===== config.mk =====
export PLATFORM = sky130hd
export DESIGN_NAME = txclk_select
export DESIGN_NICKNAME = d
export VERILOG_FILES = /design/src/rtl/txclk_pkg.sv /design/src/rtl/txclk_ctrl.sv /design/src/rtl/txclk_dp.sv /design/src/rtl/txclk_select.sv
export SDC_FILE = /design/constraint.sdc
export NUM_CORES = 1
export LEC_CHECK = 0
export BUFFER_PORTS_ARGS = -buffer_cell sky130_fd_sc_hd__buf_2
export CAP_MARGIN = 10
export CORE_AREA = 2 2 39 41
export CTS_CLUSTER_DIAMETER = 50
export CTS_CLUSTER_SIZE = 12
export DETAILED_ROUTE_END_ITERATION = 8
export DIE_AREA = 0 0 41 43
export GPL_TIMING_DRIVEN = 0
export PLACE_DENSITY = 0.76
export SYNTH_ARGS = -nofsm -noshare
export SYNTH_HDL_FRONTEND = slang
export SYNTH_SLANG_ARGS = --single-unit

===== constraint.sdc =====
create_clock -name clk -period 1.2 [get_ports clk]
set_clock_uncertainty 0.05 [all_clocks]
set_input_delay 0.06 -clock clk [delete_from_list [all_inputs] [get_ports clk]]
set_output_delay 0.06 -clock clk [all_outputs]
set_load 0.02 [all_outputs]

===== src/rtl/txclk_pkg.sv =====
package txclk_pkg;

  localparam int MODE_W   = 6;
  localparam int SRC_LSB  = 0;
  localparam int SRC_W    = 2;
  localparam int PIN_LSB  = 2;
  localparam int PIN_W    = 3;
  localparam int INV_BIT  = 5;

  typedef enum logic [1:0] {
    SRC_DIV = 2'd0,
    SRC_RX  = 2'd1,
    SRC_PIN = 2'd2
  } srcSel_e;

  localparam logic [PIN_W-1:0] PIN_CODE_CONT = 3'd1;
  localparam logic [PIN_W-1:0] PIN_CODE_XFER = 3'd2;

  // decoded controls handed from the control half to the datapath half
  typedef struct packed {
    srcSel_e srcSel;
    logic    invert;
    logic    pinDrive;
    logic    xferOnly;
  } clkCtl_t;

endpackage


===== src/rtl/txclk_ctrl.sv =====
module txclk_ctrl
  import txclk_pkg::*;
(
  input  logic              clk,
  input  logic              rst_n,
  input  logic              cfgWrEn,
  input  logic [MODE_W-1:0] cfgWrData,
  input  logic              wpLock,
  output logic [MODE_W-1:0] modeQ,
  output clkCtl_t           ctl,
  output logic              pinOe
);

  logic [SRC_W-1:0] srcCode;
  logic [PIN_W-1:0] pinCode;
  srcSel_e          srcDec;
  logic             wantDrive;
  logic             loopHazard;

  always_ff @(posedge clk or negedge rst_n) begin
    if (!rst_n) begin
      modeQ <= '0;
    end else if (cfgWrEn && !wpLock) begin
      modeQ <= cfgWrData;
    end
  end

  assign srcCode = modeQ[SRC_LSB +: SRC_W];
  assign pinCode = modeQ[PIN_LSB +: PIN_W];

  always_comb begin
    case (srcCode)
      2'd1:    srcDec = SRC_RX;
      2'd2:    srcDec = SRC_PIN;
      default: srcDec = SRC_DIV;
    endcase
  end

  assign wantDrive  = (pinCode == PIN_CODE_CONT) || (pinCode == PIN_CODE_XFER);
  assign loopHazard = (srcDec == SRC_PIN) && wantDrive;
  assign pinOe      = wantDrive && !loopHazard;

  always_comb begin
    ctl          = '0;
    ctl.srcSel   = srcDec;
    ctl.invert   = modeQ[INV_BIT];
    ctl.pinDrive = pinOe;
    ctl.xferOnly = (pinCode == PIN_CODE_XFER);
  end

  AST_WP_FREEZE: assert property (@(posedge clk) disable iff (!rst_n)
    wpLock |=> $stable(modeQ));

  AST_NO_PIN_LOOP: assert property (@(posedge clk) disable iff (!rst_n)
    (modeQ[SRC_LSB +: SRC_W] == 2'd2) |-> !pinOe);

endmodule


===== src/rtl/txclk_dp.sv =====
module txclk_dp
  import txclk_pkg::*;
#(
  parameter int SYNC_STAGES = 2
) (
  input  logic    clk,
  input  logic    rst_n,
  input  clkCtl_t ctl,
  input  logic    divClk,
  input  logic    rxClk,
  input  logic    pinClkIn,
  input  logic    xferActive,
  output logic    shiftStb,
  output logic    fsSampleStb,
  output logic    pinClkOut
);

  localparam int CHAIN_W = SYNC_STAGES + 1;

  logic               srcRaw;
  logic [CHAIN_W-1:0] syncQ;
  logic               srcNow;
  logic               srcPrev;
  logic               riseStb;
  logic               fallStb;
  logic               gateQ;
  logic               gateWant;
  logic               pinQ;

  always_comb begin
    case (ctl.srcSel)
      SRC_RX:  srcRaw = rxClk;
      SRC_PIN: srcRaw = pinClkIn;
      default: srcRaw = divClk;
    endcase
  end

  // synchronizer plus one history stage for edge detection
  always_ff @(posedge clk or negedge rst_n) begin
    if (!rst_n) begin
      syncQ <= '0;
    end else begin
      syncQ <= {syncQ[CHAIN_W-2:0], srcRaw};
    end
  end

  assign srcNow  = syncQ[SYNC_STAGES-1];
  assign srcPrev = syncQ[SYNC_STAGES];
  assign riseStb = srcNow && !srcPrev;
  assign fallStb = !srcNow && srcPrev;

  assign shiftStb    = ctl.invert ? riseStb : fallStb;
  assign fsSampleStb = ctl.invert ? fallStb : riseStb;

  // pin gate: only allowed to move while the synchronized clock is low
  assign gateWant = ctl.pinDrive && (!ctl.xferOnly || xferActive);

  always_ff @(posedge clk or negedge rst_n) begin
    if (!rst_n) begin
      gateQ <= 1'b0;
      pinQ  <= 1'b0;
    end else begin
      if (!srcNow) begin
        gateQ <= gateWant;
      end
      pinQ <= ctl.pinDrive && gateQ && srcNow;
    end
  end

  assign pinClkOut = pinQ;

  AST_GATE_HOLD_HIGH: assert property (@(posedge clk) disable iff (!rst_n)
    (srcNow && $past(srcNow)) |-> $stable(gateQ));

  AST_SHIFT_ONE_CYCLE: assert property (@(posedge clk) disable iff (!rst_n)
    shiftStb |=> !shiftStb);

  AST_SAMPLE_ONE_CYCLE: assert property (@(posedge clk) disable iff (!rst_n)
    fsSampleStb |=> !fsSampleStb);

  AST_UNDRIVEN_LOW: assert property (@(posedge clk) disable iff (!rst_n)
    !ctl.pinDrive |=> !pinClkOut);

endmodule


===== src/rtl/txclk_select.sv =====
module txclk_select
  import txclk_pkg::*;
#(
  parameter int SYNC_STAGES = 2
) (
  input  logic              clk,
  input  logic              rst_n,
  input  logic              cfgWrEn,
  input  logic [MODE_W-1:0] cfgWrData,
  input  logic              wpLock,
  output logic [MODE_W-1:0] modeRd,
  input  logic              divClk,
  input  logic              rxClk,
  input  logic              pinClkIn,
  input  logic              xferActive,
  output logic              shiftStb,
  output logic              fsSampleStb,
  output logic              pinClkOut,
  output logic              pinClkOe
);

  clkCtl_t ctl;

  txclk_ctrl u_ctrl (
    .clk       (clk),
    .rst_n     (rst_n),
    .cfgWrEn   (cfgWrEn),
    .cfgWrData (cfgWrData),
    .wpLock    (wpLock),
    .modeQ     (modeRd),
    .ctl       (ctl),
    .pinOe     (pinClkOe)
  );

  txclk_dp #(.SYNC_STAGES(SYNC_STAGES)) u_dp (
    .clk         (clk),
    .rst_n       (rst_n),
    .ctl         (ctl),
    .divClk      (divClk),
    .rxClk       (rxClk),
    .pinClkIn    (pinClkIn),
    .xferActive  (xferActive),
    .shiftStb    (shiftStb),
    .fsSampleStb (fsSampleStb),
    .pinClkOut   (pinClkOut)
  );

endmodule


==> metrics.md <==
| Metric | Value |
|---|---|
| Worst path top cell family by delay | `flip-flops` |
| Die X | `41 µm` |
| Total Routing Usage GR | `15.25%` |
| Synthesized cell area | `521.8 µm²` |
| Worst hold margin | `0.06674 ns` |
| Via count | `450` |
| Total grt overflow | `0` |
| DIE HEIGHT | `43 µm` |
| Syn Area/Cell | `13.38 µm²` |
| Core area | `1384 µm²` |
| Synthesized flop and latch total | `11` |
| RD Place Congestion | `0.6780` |
| # setup viols final | `5` |
| Via density | `4.688` |
| Number of I/O port buffers | `23` |
| Critical path cell sequence | `ha_4 -> nor3_4 -> buf_6` |
| Worst setup EP type | `output pin` |
| Fin util | `62.21%` |
| Leakage | `0.4361 nW` |
| Clock Sinks | `11` |
| Area share of the largest cell type after synthesis | `52.76%` |
| Post-synth EDFFs | `0` |
| Tot Pwr | `0.001189 W` |
| Iteration-0 DRC Markers | `5` |
| Max Slew Vio Count | `0` |
| Post-Syn Nets | `55` |
| Clock slew at the register clock pins of the worst setup and hold paths | `0.07 ns` |
| Die ar. | `1763 µm²` |
| Final WL | `1140 µm` |
| First-pass GRT wire length | `1725 µm` |
| ANT nets after route | `0` |
| Ports | `24` |
| Initial Util | `37.70%` |
| Fmax achieved | `0.7769 GHz` |
| Final nets | `97` |
| Status | `complete, but fails checks` |
| RSZ-0062 raised after global routing | `yes` |
| Worst vdd ir | `0.0007598 V` |
| Inserted Diodes | `0` |
| Final Cycle Share | `107.3%` |
| CP peak stage delay | `0.42 ns` |
| Largest net degree at the start of global routing | `12` |
| DR pass1 iterations | `4` |
| Layout area overhead | `64.99%` |
| Min-Delay Path Class | `in -> reg` |
| Post-synth ARST share | `100.0%` |
| Net switching power figure | `0.0003842 W` |
| Actual slew at the worst max-slew pin | `0.2475 ns` |
| Crit Path Max Fanout | `2` |
| Failing checks | `setup timing` |
| Seq pwr share | `40.9%` |
| CP Class | `reg -> out` |
| Rows | `14` |
| Final Critical Period | `1.287 ns` |
| WP buf/inv | `1` |
| Seq/Total Area, Yosys | `52.76%` |
| Vias in the first global route | `447` |
| Worst skew pair latency | `0.27 ns` |
| CTS buffer count | `3` |
| Power Density | `1381 nW/µm²` |
| Setup slack after layout | `-0.08709 ns` |
| CP arrival | `1.18 ns` |
| Synth cell types | `16` |
| Dominant cells by area after synthesis | `dfrtp_1 53%, mux2_4 12%, mux2i_1 5.8%` |
| Longest Clk Path Bufs | `2` |
| Required time of the worst setup path | `1.09 ns` |
| CTS tree | `yes` |
| Slew HR | `83.50%` |
| Comb pwr share | `37.9%` |
| H-tree levels | `1` |
| Wire per inst | `11.88 µm` |
| Fraction of layout cells with a size suffix above 1 | `58.75%` |
| Fin. Hold Viols | `0` |
| Synth top cells by count | `11 x dfrtp_1, 4 x mux2_4, 4 x nand2_1, 3 x mux2i_1, 3 x o21ai_0` |
| HPWL after detailed placement | `704.4 µm` |
| Main flop type after synthesis | `dfrtp_1` |
| Slowest-stage cell, CP | `dfrtp_1` |
| Max-capacitance violation count | `0` |
| Initial antenna violation count | `0` |
| Root Buffer | `clkbuf_4` |
| YS warnings | `0` |
| CP Launch Type | `flip-flop` |
| Sw frac | `32.31%` |
| Post-route DRC | `0` |
| Clock power frac | `21.2%` |
| Post-synth top area cell | `dfrtp_1` |
| Pint | `0.0008047 W` |
| Synth Instances | `39` |
| Most frequent cell after synthesis | `dfrtp_1` |
==> routing by layer <==
| layer | up-vias | wire (µm) | GRT usage (%) | share of wire (%) |
|---|---|---|---|---|
| li1 | 215 | - | - | - |
| met1 | 209 | 407 | 14.73 | 36 |
| met2 | 20 | 634 | 26.56 | 56 |
| met3 | 6 | 74 | 4.712 | 6.5 |
| met4 | 0 | 23 | 8.000 | 2.0 |
| met5 | - | 0 | 0 | 0 |
==> power groups by stage <==
stage / logic [W] / clock network [W] / registers (W)
2_1_floorplan: 0.000185 / 0 / 0.000524
3_3_place_gp: 0.000315 / 0 / 0.000491
3_5_place_dp: 0.000320 / 0 / 0.000494
4_1_cts: 0.000431 / 0.000257 / 0.000484
5_1_grt: 0.000481 / 0.000279 / 0.000494
6_report: 0.000450 / 0.000252 / 0.000487
==> final timing paths <==
check,startpoint,endpoint,slack [ns],cells past startpoint
worst min-delay path,rxClk,u_dp.syncQ[0],0.07,3
worst min register to register,u_dp.syncQ[0],u_dp.syncQ[1],0.30,0
worst max register to register,u_ctrl.modeQ[1],u_dp.syncQ[0],-0.05,6
worst max-delay path,u_ctrl.modeQ[1],pinClkOe,-0.09,3
max in group asynchronous,rst_n,u_ctrl.modeQ[0],0.74,2
min in group asynchronous,rst_n,u_ctrl.modeQ[4],0.14,2
==> cell type report <==
cell class / instances / area [µm²]
Inverter: 2 / 7.507
Timing Repair Buffer: 37 / 251.5
Buffer: 1 / 11.26
Multi-Input combinational cell: 25 / 266.5
Clock buffer: 4 / 26.28
Fill cell: 121 / 523.0
Tap cell: 16 / 20.02
Sequential cell: 11 / 277.8
==> kinds of logic (layout without fill, tap and decap cells) <==
group	after synthesis	after routing	synth area share (%)
and+or+nand+nor	10	10	12.47
DFF	11	11	52.76
AOI/OAI and AO/OA	5	5	7.435
muxes	7	7	17.27
xor gates and xnor gates	1	1	1.679
adders and majority gates	2	2	4.795
buffers and inverters	3	44	3.598
==> registers in the layout, summed over array words and instances, names as in the netlist <==
register	count
u_dp.syncQ	3
u_dp.gateQ	1
u_ctrl.modeQ	6
u_dp.pinClkOut	1
==> metrics by stage <==
stage	setup TNS, ns	instances	cell area [µm²]	setup slack (ns)
2_1_floorplan	0	39	536.8	0.04491
3_3_place_gp	0	78	671.9	0.09387
3_5_place_dp	0	78	671.9	0.06950
4_1_cts	-0.09863	95	849.6	-0.09586
5_1_grt	-0.3562	96	860.8	-0.1400
6_report	-0.1646	96	860.8	-0.08709
==> tightest hold or removal path: cells and delay by family <==
family	cells	cell delay, ns
AOI/OAI and AO/OA	2	0.20
buffers and inverters	1	0.08
==> timing repair <==
item,in CTS,in global routing
endpoints found under the hold margin,18,0
hold buffers,8,0
resized for setup,6,4
setup buffers,5,1
pin swaps,2,2
setup endpoints to repair,3,4
==> cells in the final DEF (no fill, tap or decap), drive strengths merged <==
master / n
nand2b: 2
nor2b: 2
nand2: 4
inv: 2
mux2: 4
o21ai: 3
ha: 2
xnor2: 1
o41ai: 1
nor4: 1
nor3: 1
buf: 30
clkbuf: 4
dfrtp: 11
a22oi: 1
dlygate4sd3: 8
mux2i: 3
(Power assumes the default switching activity.)
